<file path="config.mk">
export PLATFORM = sky130hd
export DESIGN_NAME = hp_evt_steer
export DESIGN_NICKNAME = d
export VERILOG_FILES = /design/src/rtl/hp_steer_pkg.sv /design/src/rtl/hp_edge_det.sv /design/src/rtl/hp_steer_route.sv /design/src/rtl/hp_gpe_regs.sv /design/src/rtl/hp_gpio_mux.sv /design/src/rtl/hp_evt_steer.sv
export SDC_FILE = /design/constraint.sdc
export NUM_CORES = 1
export LEC_CHECK = 0
export ABC_AREA = 0
export BUFFER_PORTS_ARGS = -buffer_cell sky130_fd_sc_hd__buf_2
export CAP_MARGIN = 30
export CELL_PAD_IN_SITES_DETAIL_PLACEMENT = 1
export CELL_PAD_IN_SITES_GLOBAL_PLACEMENT = 1
export CORE_MARGIN = 3
export CORE_UTILIZATION = 28
export CTS_CLUSTER_DIAMETER = 50
export DETAILED_ROUTE_END_ITERATION = 10
export PLACE_DENSITY = 0.75
export SLEW_MARGIN = 20
export SYNTH_ARGS = -nofsm -noshare
export SYNTH_HDL_FRONTEND = slang
export SYNTH_SLANG_ARGS = --single-unit
</file>
<file path="constraint.sdc">
create_clock -name clk -period 1.1 [get_ports clk]
set_clock_uncertainty 0.1 [all_clocks]
set_input_delay 0.22 -clock clk [delete_from_list [all_inputs] [get_ports clk]]
set_output_delay 0.22 -clock clk [all_outputs]
set_load 0.02 [all_outputs]
</file>
<file path="src/rtl/hp_steer_pkg.sv">
package hp_steer_pkg;
  localparam int MAX_PORTS = 16;
  typedef logic [MAX_PORTS-1:0] port_vec_t;

  localparam logic ADDR_CTL = 1'b0;
  localparam logic ADDR_STS = 1'b1;

  // Rising edge of a level vector given its previous sample
  function automatic port_vec_t rise_of(port_vec_t cur, port_vec_t prev);
    return cur & ~prev;
  endfunction

  // Sticky status update: clear first, hardware set wins
  function automatic port_vec_t sticky_next(port_vec_t sts, port_vec_t set_v,
                                            port_vec_t clr_v);
    return (sts & ~clr_v) | set_v;
  endfunction

  // Ports that actually use the shared line
  function automatic port_vec_t steer_mask(port_vec_t ctl, port_vec_t part0);
    return ctl & part0;
  endfunction
endpackage

</file>
<file path="src/rtl/hp_edge_det.sv">
module hp_edge_det
  import hp_steer_pkg::*;
#(
  parameter int NUM_PORTS = 4
) (
  input  logic                 clk,
  input  logic                 rst_n,
  input  logic [NUM_PORTS-1:0] cond,
  output logic [NUM_PORTS-1:0] evt
);
  logic [NUM_PORTS-1:0] cond_q;

  always_ff @(posedge clk) begin
    if (!rst_n) cond_q <= '0;
    else        cond_q <= cond;
  end

  port_vec_t rise_w;
  assign rise_w = rise_of(port_vec_t'(cond), port_vec_t'(cond_q));
  assign evt    = rise_w[NUM_PORTS-1:0];

  for (genvar gi = 0; gi < NUM_PORTS; gi++) begin : g_chk
    AST_EDGE_ONCE: assert property (@(posedge clk) disable iff (!rst_n)
      evt[gi] |=> !evt[gi]);
  end
endmodule

</file>
<file path="src/rtl/hp_steer_route.sv">
module hp_steer_route
  import hp_steer_pkg::*;
#(
  parameter int NUM_PORTS = 4
) (
  input  logic [NUM_PORTS-1:0] evt,
  input  logic [NUM_PORTS-1:0] ctl,
  input  logic [NUM_PORTS-1:0] part0,
  input  logic [NUM_PORTS-1:0] d3hot,
  input  logic [NUM_PORTS-1:0] misc_irq,
  output logic [NUM_PORTS-1:0] ctl_eff,
  output logic [NUM_PORTS-1:0] evt_gpe,
  output logic [NUM_PORTS-1:0] evt_std,
  output logic [NUM_PORTS-1:0] irq_req,
  output logic [NUM_PORTS-1:0] pme_req
);
  port_vec_t mask_w;
  assign mask_w  = steer_mask(port_vec_t'(ctl), port_vec_t'(part0));
  assign ctl_eff = mask_w[NUM_PORTS-1:0];

  always_comb begin
    evt_gpe = evt & ctl_eff;
    evt_std = evt & ~ctl_eff;
    irq_req = misc_irq | evt_std;
    pme_req = evt_std & d3hot;
  end
endmodule

</file>
<file path="src/rtl/hp_gpe_regs.sv">
module hp_gpe_regs
  import hp_steer_pkg::*;
#(
  parameter int NUM_PORTS = 4
) (
  input  logic                 clk,
  input  logic                 rst_n,
  input  logic                 reg_wr,
  input  logic                 reg_addr,
  input  logic [NUM_PORTS-1:0] reg_wdata,
  input  logic [NUM_PORTS-1:0] evt_gpe,
  input  logic [NUM_PORTS-1:0] ctl_eff,
  output logic [NUM_PORTS-1:0] ctl,
  output logic [NUM_PORTS-1:0] sts,
  output logic [NUM_PORTS-1:0] reg_rdata,
  output logic                 gpe_out
);
  logic [NUM_PORTS-1:0] clr_req;
  logic                 ctl_we;
  port_vec_t            sts_nxt_w;

  assign ctl_we    = reg_wr && (reg_addr == ADDR_CTL);
  assign clr_req   = (reg_wr && (reg_addr == ADDR_STS)) ? reg_wdata : '0;
  assign sts_nxt_w = sticky_next(port_vec_t'(sts), port_vec_t'(evt_gpe),
                                 port_vec_t'(clr_req));

  always_ff @(posedge clk) begin
    if (!rst_n) begin
      ctl <= '0;
      sts <= '0;
    end else begin
      if (ctl_we) ctl <= reg_wdata;
      sts <= sts_nxt_w[NUM_PORTS-1:0];
    end
  end

  assign reg_rdata = (reg_addr == ADDR_STS) ? sts : ctl;
  assign gpe_out   = |(sts & ctl_eff);

  for (genvar gi = 0; gi < NUM_PORTS; gi++) begin : g_chk
    AST_STS_ONLY_STEERED: assert property (@(posedge clk) disable iff (!rst_n)
      $rose(sts[gi]) |-> $past(evt_gpe[gi]));
    AST_SET_WINS: assert property (@(posedge clk) disable iff (!rst_n)
      evt_gpe[gi] |=> sts[gi]);
    AST_W1C_CLEARS: assert property (@(posedge clk) disable iff (!rst_n)
      (clr_req[gi] && !evt_gpe[gi]) |=> !sts[gi]);
  end

  AST_GPE_NEEDS_STS: assert property (@(posedge clk) disable iff (!rst_n)
    (sts == '0) |-> !gpe_out);
endmodule

</file>
<file path="src/rtl/hp_gpio_mux.sv">
module hp_gpio_mux (
  input  logic alt_en,
  input  logic sw_out,
  input  logic alt_val,
  output logic pin
);
  assign pin = alt_en ? alt_val : sw_out;
endmodule

</file>
<file path="src/rtl/hp_evt_steer.sv">
module hp_evt_steer
  import hp_steer_pkg::*;
#(
  parameter int NUM_PORTS = 4
) (
  input  logic                 clk,
  input  logic                 rst_n,
  input  logic [NUM_PORTS-1:0] port_part0,
  input  logic [NUM_PORTS-1:0] hp_cond,
  input  logic [NUM_PORTS-1:0] d3hot,
  input  logic [NUM_PORTS-1:0] misc_irq,
  input  logic                 reg_wr,
  input  logic                 reg_addr,
  input  logic [NUM_PORTS-1:0] reg_wdata,
  output logic [NUM_PORTS-1:0] reg_rdata,
  output logic [NUM_PORTS-1:0] irq_req,
  output logic [NUM_PORTS-1:0] pme_req,
  output logic                 gpe_out,
  input  logic                 gpio_alt_en,
  input  logic                 gpio_sw_out,
  output logic                 gpio_pin
);
  initial begin
    if (NUM_PORTS < 2 || NUM_PORTS > MAX_PORTS)
      $error("NUM_PORTS out of supported range");
  end

  // Named internal events, brought out for the assertions
  logic [NUM_PORTS-1:0] hp_evt;
  logic [NUM_PORTS-1:0] ctl_q;
  logic [NUM_PORTS-1:0] sts_q;
  logic [NUM_PORTS-1:0] ctl_eff;
  logic [NUM_PORTS-1:0] evt_gpe;
  logic [NUM_PORTS-1:0] evt_std;

  hp_edge_det #(.NUM_PORTS(NUM_PORTS)) i_edge (
    .clk   (clk),
    .rst_n (rst_n),
    .cond  (hp_cond),
    .evt   (hp_evt)
  );

  hp_steer_route #(.NUM_PORTS(NUM_PORTS)) i_route (
    .evt      (hp_evt),
    .ctl      (ctl_q),
    .part0    (port_part0),
    .d3hot    (d3hot),
    .misc_irq (misc_irq),
    .ctl_eff  (ctl_eff),
    .evt_gpe  (evt_gpe),
    .evt_std  (evt_std),
    .irq_req  (irq_req),
    .pme_req  (pme_req)
  );

  hp_gpe_regs #(.NUM_PORTS(NUM_PORTS)) i_regs (
    .clk       (clk),
    .rst_n     (rst_n),
    .reg_wr    (reg_wr),
    .reg_addr  (reg_addr),
    .reg_wdata (reg_wdata),
    .evt_gpe   (evt_gpe),
    .ctl_eff   (ctl_eff),
    .ctl       (ctl_q),
    .sts       (sts_q),
    .reg_rdata (reg_rdata),
    .gpe_out   (gpe_out)
  );

  hp_gpio_mux i_gpio (
    .alt_en  (gpio_alt_en),
    .sw_out  (gpio_sw_out),
    .alt_val (gpe_out),
    .pin     (gpio_pin)
  );

  for (genvar gi = 0; gi < NUM_PORTS; gi++) begin : g_chk
    AST_STEERED_QUIET: assert property (@(posedge clk) disable iff (!rst_n)
      (hp_evt[gi] && ctl_q[gi] && port_part0[gi] && !misc_irq[gi])
        |-> (!irq_req[gi] && !pme_req[gi]));
    AST_OUTSIDE_PART0: assert property (@(posedge clk) disable iff (!rst_n)
      (hp_evt[gi] && !port_part0[gi]) |-> irq_req[gi]);
    AST_STD_NO_STS: assert property (@(posedge clk) disable iff (!rst_n)
      (evt_std[gi] && !sts_q[gi]) |=> !sts_q[gi]);
    AST_MISC_PASS: assert property (@(posedge clk) disable iff (!rst_n)
      misc_irq[gi] |-> irq_req[gi]);
  end

  AST_GPIO_SW: assert property (@(posedge clk) disable iff (!rst_n)
    !gpio_alt_en |-> (gpio_pin == gpio_sw_out));
endmodule

</file>
* Word-level counts from Yosys, hierarchy flattened *
Cells that the tools add are included.

storage, ports and cells
  flip-flop bits (word level) = 12
  latch bits = 0
  RAM bits = 0
  bits in read-only memories = 0
  output and inout port bits = 14
  logic and storage cells = 22
  memories = 0

operators by class
  add/sub/neg operators = 0
  multipliers = 0
  div/mod/pow operators = 0
  $lt $le $gt $ge = 0
  equality and inequality tests = 0
  shift operators = 0
  multiplexer cells = 3
  bitwise operators = 13
  reductions and logical operators = 3

operator list
  cell                count
  bitwise AND 4 bit   7
  inverter 4 bit      3
  2-to-1 mux 4 bit    2
  OR 4 bit            2
  OR reduction 4 bit  1
  logical AND 1 bit   2
  2-to-1 mux 1 bit    1
  inverter 1 bit      1

* Logic depth before layout (Yosys ltp) *
Gate-level depths: netlist (run 1).

  word-level depth = 5
  depth in mapped cells = 5

* By module *
From an unflattened synthesis (run 1), not the netlist that was laid out.

unflattened totals
  cells, all modules = 80
  area total of the unflattened synthesis = 673.1 sq um

by module, submodules not included
  module          instances  cells an instance  area an instance (sq um)
  hp_gpe_regs     1          43                 377.9
  hp_steer_route  1          24                 150.1
  hp_edge_det     1          12                 130.1
  hp_gpio_mux     1          1                  15.0

* Worst setup path before layout (run 1) *
OpenSTA, ideal clock, no wires.

  path kind = reg-to-output
  start point = reg i_regs.ctl[1]
  end point = out gpio_pin
  arrival = 1041 ps
  required time = 780 ps
  setup slack = -261 ps
  stages on the path, launching flop included = 4
  buffers on the path = 0
  cell sequence = dfxtp_1 -> nand3_1 -> nand4_1 -> mux2_2

between the ends
  word-level cells in the longest chain between the ends = 4

RTL lines
  item                    line                text
  start, declared         hp_gpe_regs.sv:13   output logic [NUM_PORTS-1:0] ctl,
  start signal, assigned  hp_gpe_regs.sv:32   if (ctl_we) ctl <= reg_wdata;
  bitwise AND 4 bit       hp_steer_pkg.sv:21  return ctl & part0;
  bitwise AND 4 bit       hp_gpe_regs.sv:38   assign gpe_out = |(sts & ctl_eff);
  OR reduction 4 bit      hp_gpe_regs.sv:38
  named net gpe_out       hp_evt_steer.sv:18  output logic gpe_out,
  2-to-1 mux 1 bit        hp_gpio_mux.sv:7    assign pin = alt_en ? alt_val : sw_out;
  end, declared           hp_evt_steer.sv:21  output logic gpio_pin

The timed path passes the listed nets, and every way through them passes these cells.

* Worst setup path after layout (run 1) *
  start point = reg i_regs.ctl[1]
  end point = out gpio_pin

between the ends
  word-level cells in the longest chain between the ends = 4

RTL lines
  item                line
  bitwise AND 4 bit   hp_steer_pkg.sv:21
  bitwise AND 4 bit   hp_gpe_regs.sv:38
  OR reduction 4 bit  hp_gpe_regs.sv:38
  2-to-1 mux 1 bit    hp_gpio_mux.sv:7

No other way between the ends.

==> flow_summary.yaml, run 1 <==
setup_path:
  crit_path_start: "i_regs.ctl[1]$_SDFFE_PN0P_"
  slowest_stage: "dfxtp_2"
  cp.depth: 4
  r2r_start: "i_regs.ctl[3]$_SDFFE_PN0P_"
  cp-end-kind: "primary output"
  crit_buf_inv: 1
  cp_max_fo: 2
  required_ns: 0.78
  cp-start-kind: "register"
  crit_chain: "nand3_2 -> nand4_1 -> mux2_4 -> buf_6"
  crit_family: "flip-flops"
  rr_worst_depth: 4
  cpPeakStageDelay_ns: 0.34
  worstSetupPathType: "register to primary output"
  worstPathArrival_ns: 1.22
timing:
  rsz0062_at_grt: "true"
  worst_slew_pin_slew_ns: 0.2010
  fmax_mhz: 650.2
  hold_viol: 0
  final_max_slew_viol_count: 0
  setup-tns-final_ns: -4.264
  final_min_period_over_clock_period: 1.398
  max_slew_margin: 0.8660
  period_needed_ns: 1.538
  setup_viol: 14
  post-route-worst-setup-slack_ns: -0.4380
  fin_hold_ws_ns: 0.05675
floorplanning:
  core_region_area_mm2: 0.002042
  die-height_um: 53.22
  io_pins: 40
  initial_core_util: 0.3058
  rows: 16
  die_area_mm2: 0.002832
  dieWidth_um: 53.22
synthesis:
  avgSynthCellArea_um2: 9.460
  synth_cell_types: 15
  yosysSeqAreaShare: 0.3848
  yosysWarningCount: 0
  ys_seq_elements: 12
  synth_area_um2: 624.3
  syn_nets: 92
  syn_inst: 66
detailed_routing:
  dr_total_vias: 726
  first_pass_iters: 2
  post_drt_wl_per_cell_um: 16.05
  wl_mm: 2.424
  drcViolationCount: 0
  viasPerCell: 4.808
  detail-route-antenna-nets: 0
  drt-initial-drc-count: 4
placed_design:
  gp_congestion: 0.7540
  numPortBuffers: 39
  place_inst: 144
  hpwl_mm: 1.687
clock_tree:
  clock_path_buffers: 2
  cts_hold_buf: 0
  clkTransAtPathRegs_ns: 0.08
  clkLatencyLatePin_ns: 0.27
  htreeDepth: 1
  cts_root_buffer: "clkbuf_4"
  cts_sinks: 12
  tritoncts: "built"
  cts_buffers: 3
pwr:
  combPwrFrac: 0.308
  power_uw: 1069
  p_int_uw: 764.3
  power.switching_uw: 304.2
  power_leakage_uw: 0.0005851
  power.density_mw_per_mm2: 884.1
  pwr-share-seq: 0.436
  power.share.clock: 0.257
  max-vdd-ir-drop_mv: 0.4873
  switching_share: 0.2847
final_layout:
  final_core_util: 0.5919
  final_common_cell: "buf_2"
  final_cells: 151
  antennaDiodeCount: 0
  final_cell_mix: "26 x buf_2, 18 x buf_6, 14 x buf_4, 9 x dfxtp_2, 8 x nor2b_1"
  area_growth_syn_to_layout_pct: 93.59
  drive_gt1_frac: 0.7419
  finalNetCount: 152
outcome:
  status: "finished, violations left"
  violations: "negative setup slack"
global_route:
  grt_pass1_wl_mm: 3.712
  grt_max_degree: 13
  grt_antenna_before_repair: 0
  first_global_vias: 854
  grt_usage: 0.1855
  overflow: 0
flow_run:
  drv_cap: 0
min_path:
  hold_class: "primary input to register"
  hold_path.startpoint: "hp_cond[3]"
  holdPathStages: 2
-- cell usage after synthesis (all sizes together) --
cell	number	area, um^2
nand2	4	15.01
a21o	4	30.03
buf	2	18.77
and3	4	25.02
mux2	5	56.30
clkbuf	1	3.750
and2	4	25.02
mux2i	4	40.04
nor2b	13	88.83
dfxtp	12	240.2
nand4	1	6.260
nand3	8	40.04
a32oi	4	35.03
-- power groups by stage --
| stage | Combinational, uW | Sequential [uW] | Clock (uW) |
|---|---|---|---|
| 2_1_floorplan | 119 | 472 | 0 |
| 3_3_place_gp | 236 | 470 | 0 |
| 6_report | 329 | 466 | 274 |
| 4_1_cts | 309 | 463 | 283 |
| 5_1_grt | 353 | 468 | 303 |
| 3_5_place_dp | 245 | 471 | 0 |
-- sequential cells by signal (all words and copies together), names as in the netlist --
register       count
i_edge.cond_q      4
i_regs.ctl         4
i_regs.sts         4
-- logic make-up after synthesis --
family | after synthesis | share of synthesized area
AND/OR/NAND/NOR | 34 | 0.3206
multiplexers | 9 | 0.1543
flip-flops | 12 | 0.3848
buffers and inverters | 3 | 0.03607
AO/OA/AOI/OAI | 8 | 0.1042
-- through the flow --
step           area [um^2]  setup WS (ns)
2_1_floorplan        641.9        -0.2215
3_3_place_gp         960.9        -0.1735
3_5_place_dp         960.9        -0.2044
4_1_cts               1160        -0.4448
5_1_grt               1209        -0.4726
6_report              1209        -0.4380
-- worst register-to-register path, cell delays in order (launching register included) --
cell and delay [ns]:
dfxtp_2 0.35, buf_6 0.13, buf_4 0.13, a32oi_2 0.15, nor2b_1 0.07
-- area by class of cell --
cell class / count / area, um^2
Clock buffer: 3 / 22.52
Fill cell: 250 / 833.3
Multi-Input combinational cell: 51 / 462.9
Sequential cell: 12 / 251.5
Tap cell: 27 / 33.78
Timing Repair Buffer: 58 / 437.9
-- path summary, 6_finish.rpt --
path,endpoint,slack [ns]
min reg2reg,i_regs.sts[2]$_SDFF_PN0_,0.51
max,gpio_pin,-0.44
max reg2reg,i_regs.sts[3]$_SDFF_PN0_,0.07
min,i_edge.cond_q[3]$_SDFF_PN0_,0.06
-- what timing repair did --
action,4_1_cts,5_1_grt
gates resized for setup,48,11
pin swaps,4,2
hold endpoints to repair,0,0
endpoints found under the setup margin,14,15
buffers inserted,3,1
-- layer usage --
layer,up-vias,global-route usage,part of all wire
li1,353,-,-
met1,332,0.1892,0.37
met2,31,0.3347,0.54
met3,10,0.03662,0.052
met4,0,0.1234,0.037
met5,-,0,0
Power figures use the tool's default switching activity.
==> run 2: changes to the inputs <==
Settings changed: CORE_UTILIZATION 28 to 26, PLACE_DENSITY 0.75 to 0.73, SYNTH_HIERARCHICAL from default to 1.
Clock period 1.1 ns to 1.3 ns, I/O delays scaled along.
==> flow_summary.yaml, run 2 <==
outcome:
  status: "finished, violations left"
  violations: "negative setup slack"
placed_design:
  dp_slack_ns: -0.2022
  numPortBuffers: 39
  hpwl_mm: 1.712
  gp_congestion: 0.7172
  place_inst: 153
detailed_routing:
  first_pass_iters: 3
  detail-route-antenna-nets: 0
  routed.top_layer: "met4"
  wirelength_met1_um: 913
  drt-initial-drc-count: 8
  dr_total_vias: 764
  dr_wl_met3_um: 123
  wl_mm: 2.417
  route.met2.wl_mm: 1.371
  drcViolationCount: 0
  viasPerCell: 4.575
  post_drt_wl_per_cell_um: 14.47
global_route:
  grt_usage: 0.1669
  grt_max_degree: 17
  overflow: 0
  grt_pass1_wl_mm: 4.057
  first_global_vias: 852
  grt_antenna_before_repair: 0
timing:
  worst_slew_pin_slew_ns: 0.2746
  period_needed_ns: 1.708
  rsz0062_at_grt: "true"
  final_min_period_over_clock_period: 1.314
  setup_viol: 14
  hold_viol: 0
  max_slew_margin: 0.8169
  fmax_mhz: 585.5
  fin_hold_ws_ns: 0.06426
  post-route-worst-setup-slack_ns: -0.4080
  final_max_slew_viol_count: 0
pwr:
  power.density_mw_per_mm2: 765.8
  power_leakage_uw: 0.0006451
  max-vdd-ir-drop_mv: 0.5170
setup_path:
  crit_family: "flip-flops"
  slowest_stage: "dfxtp_2"
  cp_max_fo: 2
  required_ns: 0.94
  worstSetupPathType: "register to primary output"
  worstPathArrival_ns: 1.35
  rr_worst_depth: 6
  crit_top_cell: "nand2_2"
  cp.depth: 6
  cp-start-kind: "register"
  crit_buf_inv: 2
  cpPeakStageDelay_ns: 0.34
  reg2reg_slack_ns: 0.04
  cp-end-kind: "primary output"
  crit_chain: "nand2_2 -> inv_2 -> a22oi_2 -> nand2_2 -> mux2_4 -> buf_6"
synthesis:
  synth_area_um2: 648.1
  syn_nets: 102
  yosysWarningCount: 6
  avgSynthCellArea_um2: 8.528
  syn_inst: 76
final_layout:
  drive_gt1_frac: 0.7050
  final_common_cell: "buf_2"
  antennaDiodeCount: 0
  multi_input_area_um2: 425.4
  finalNetCount: 166
  final_cells: 167
  area_growth_syn_to_layout_pct: 94.40
  seqCellArea_um2: 247.7
  fillers: 280
  final_cell_mix: "25 x buf_2, 24 x buf_6, 12 x buf_4, 8 x nand2_1"
  biggestRegsByFlops: "i_edge/cond_q (4), i_regs/ctl (4), i_regs/sts (4)"
clock_tree:
  tritoncts: "built"
  clkLatencyLatePin_ns: 0.27
  cts_buffers: 3
  cts_hold_buf: 0
  clock_path_buffers: 2
  cts_root_buffer: "clkbuf_4"
  clkTransAtPathRegs_ns: 0.08
  cts_sinks: 12
  htreeDepth: 1
flow_run:
  drv_cap: 0
floorplanning:
  core_region_area_mm2: 0.002297
  rows: 17
  die_area_mm2: 0.003128
  io_pins: 40
  die-height_um: 55.93
  dieWidth_um: 55.93
  initial_core_util: 0.2821
min_path:
  hold_class: "primary input to register"
  holdPathStages: 2
## run 2: changes by cell type in the layout (fill, tap and decap cells not counted), moves of 4 or more
cell	change
and3_2	+4
nand2_1	+8
buf_6	+6
nand3_1	-5
nor2b_1	-7
nand2_2	+4
a31oi_1	+4
inv_1	+6
## run 2: layout make-up
cell class,instances,area share
inverter,8,0.02383
clock buffer,4,0.02880
multi-input combinational,54,0.3376
timing repair buffer,61,0.3853
sequential,12,0.1966
tap,28,0.02781
## run 2: layer usage
metal / vias to the layer above / GRT usage
met2: 23 / 0.3193
met5: - / 0
met4: 0 / 0.03051
met3: 2 / 0.05568
li1: 381 / -
met1: 358 / 0.1771
## run 2: power by group
part,total (uW),internal [uW],switching [uW]
logic,262,150,112
clock network,309,170,139
registers,393,384,9.67
## run 2: worst paths after layout
| check | startpoint | to |
|---|---|---|
| hold / removal | reg_wdata[1] | i_regs/sts[1]$_SDFF_PN0_ |
| hold reg to reg | i_regs/sts[0]$_SDFF_PN0_ | i_regs/sts[0]$_SDFF_PN0_ |
| setup reg to reg | i_regs/ctl[1]$_SDFFE_PN0P_ | i_regs/sts[1]$_SDFF_PN0_ |
| setup / recovery | i_regs/ctl[0]$_SDFFE_PN0P_ | gpio_pin |
## run 2: timing repair
action	4_1_cts	5_1_grt
endpoints found under the setup margin	14	14
gates resized for setup	52	6
buffers inserted	9	7
pin swaps	9	3
## run 2: worst register-to-register path: stages (launching register included)
cell and delay [ns]:
dfxtp_2 0.34, buf_6 0.11, buf_6 0.10, buf_4 0.12
and3_2 0.20, o21ai_1 0.12, a31oi_1 0.05
## run 2: through the flow
stage | util | total power (uW) | area [um^2] | setup TNS (ns)
6_report | 0.5485 | 964.8 | 1260 | -3.646
5_1_grt | 0.5485 | 1026 | 1260 | -4.432
4_1_cts | 0.5359 | 967.8 | 1231 | -3.401
3_5_place_dp | 0.4237 | 589.1 | 973.4 | -0.2022
3_3_place_gp | 0.4237 | 581.4 | 973.4 | -0.1540
2_1_floorplan | - | 491.8 | 663.1 | -0.05043
==> run 3: changes to the inputs <==
Settings changed: CORE_UTILIZATION 26 to 28, PLACE_DENSITY 0.73 to 0.75, SYNTH_HIERARCHICAL 1 to default.
Clock period 1.3 ns to 1.66 ns, I/O delays scaled along.
==> flow_summary.yaml, run 3 (synthesis results as in run 1) <==
min_path:
  min_to: "i_edge.cond_q[1]$_SDFF_PN0_"
  holdPathStages: 2
  hold_path.startpoint: "hp_cond[1]"
  hold_class: "primary input to register"
timing:
  final_max_slew_viol_count: 0
  setup_viol: 1
  rsz0062_at_grt: "true"
  hold_viol: 0
  max_slew_margin: 0.8469
  fmax_mhz: 598.4
  worst_slew_pin_slew_ns: 0.2296
  period_needed_ns: 1.671
  post-route-worst-setup-slack_ns: -0.01118
  final_min_period_over_clock_period: 1.007
placed_design:
  gp_congestion: 0.6379
  place_area_um2: 830.8
  place_inst: 129
  hpwl_mm: 1.323
  numPortBuffers: 39
  dp_slack_ns: 0.1210
setup_path:
  cpPeakStageDelay_ns: 0.35
  cp-end-kind: "primary output"
  r2r_start: "i_regs.ctl[3]$_SDFFE_PN0P_"
  rr_worst_depth: 3
  reg2reg_slack_ns: 0.72
  worstSetupPathType: "register to primary output"
  r2r-end: "i_regs.sts[3]$_SDFF_PN0_"
  cp_max_fo: 2
  crit_path_start: "i_regs.ctl[3]$_SDFFE_PN0P_"
  worstPathArrival_ns: 1.24
  cp-start-kind: "register"
  crit_chain: "nand3_2 -> nand4_1 -> mux2_4 -> buf_6"
  slowest_stage: "dfxtp_4"
  required_ns: 1.23
outcome:
  violations: "negative setup slack"
  status: "finished, violations left"
floorplanning:
  core_region_area_mm2: 0.002042
  io_pins: 40
  dieWidth_um: 53.22
  die_area_mm2: 0.002832
  initial_core_util: 0.3058
  rows: 16
  die-height_um: 53.22
pwr:
  power.density_mw_per_mm2: 708.8
  pwr-share-seq: 0.443
  switching_share: 0.2648
  max-vdd-ir-drop_mv: 0.4258
  p_int_uw: 505.3
  power.share.clock: 0.342
  power_leakage_uw: 0.0004699
  power.switching_uw: 182.0
  combPwrFrac: 0.215
clock_tree:
  cts_hold_buf: 0
  cts_buffers: 3
  clock_path_buffers: 2
  htreeDepth: 1
  tritoncts: "built"
  clkTransAtPathRegs_ns: 0.08
  clkLatencyLatePin_ns: 0.27
  cts_sinks: 12
  cts_root_buffer: "clkbuf_4"
final_layout:
  fin_area_um2: 969.7
  final_cell_mix: "36 x buf_2, 12 x nor2b_1, 7 x dfxtp_2, 7 x buf_4, 5 x nand3_1"
  antennaDiodeCount: 0
  drive_gt1_frac: 0.5929
  area_growth_syn_to_layout_pct: 55.31
  final_common_cell: "buf_2"
  final_cells: 140
  finalNetCount: 140
  biggestRegsByFlops: "i_edge.cond_q (4), i_regs.ctl (4), i_regs.sts (4)"
flow_run:
  drv_cap: 0
global_route:
  grt_antenna_before_repair: 0
  grt_usage: 0.1525
  grt_pass1_wl_mm: 3.084
  grt_max_degree: 13
  first_global_vias: 683
  overflow: 0
detailed_routing:
  detail-route-antenna-nets: 0
  viasPerCell: 4.829
  drcViolationCount: 0
  post_drt_wl_per_cell_um: 13.46
  wl_mm: 1.884
  first_pass_iters: 4
  drt-initial-drc-count: 6
  dr_total_vias: 676
[run 3: timing repair]
item	4_1_cts	5_1_grt
setup endpoints to repair	1	3
gates resized for setup	15	4
setup buffers	8	0
pin swaps	1	2
[run 3: worst max path at each step]
stage / end / slack [ns] / cells after the start
after floorplan: gpio_pin / 0.17 / 3
after global placement: gpio_pin / 0.16 / 5
after detailed placement: gpio_pin / 0.12 / 5
after CTS: gpio_pin / -0.02 / 4
after global routing: gpio_pin / -0.08 / 4
final: gpio_pin / -0.01 / 4
[run 3: critical path: cells and delay by family (launching register included)]
kind | cells | cell delay [ns]
buffers and inverters | 1 | 0.13
DFF | 1 | 0.35
muxes | 1 | 0.29
and+or+nand+nor | 2 | 0.19
[run 3: cell type report]
class                           count  area (um^2)
Clock buffer                        4        36.28
Fill cell                         271         1072
Multi-Input combinational cell     51        380.4
Sequential cell                    12        252.7
Tap cell                           27        33.78
Timing Repair Buffer               46        266.5
[run 3: routing by layer]
layer  wire length, um  vias to the layer above  global-route usage
met5                 0                        -                   0
met3               171                        2             0.05915
li1                  -                      329                   -
met2               948                       30              0.2694
met4                 8                        0             0.03830
met1               756                      315              0.1678
[run 3: metrics by stage]
stage	power (uW)	hold slack (ns)	TNS [ns]	utilization
after detailed placement	444.2	0.4231	0	0.4069
after CTS	695.7	0.1552	-0.01864	0.4706
final	687.3	0.1670	-0.01118	0.4749
after global placement	440.5	0.4108	0	0.4069
after floorplan	389.3	0.3537	0	-
after global routing	731.6	0.1641	-0.08432	0.4749
[run 3: power by group through the flow]
stage / Clock (uW) / Combinational [uW] / Sequential (uW)
after floorplan: 0 / 77.7 / 312
after global placement: 0 / 127 / 313
after detailed placement: 0 / 130 / 314
after CTS: 246 / 146 / 304
after global routing: 264 / 161 / 306
final: 235 / 148 / 305
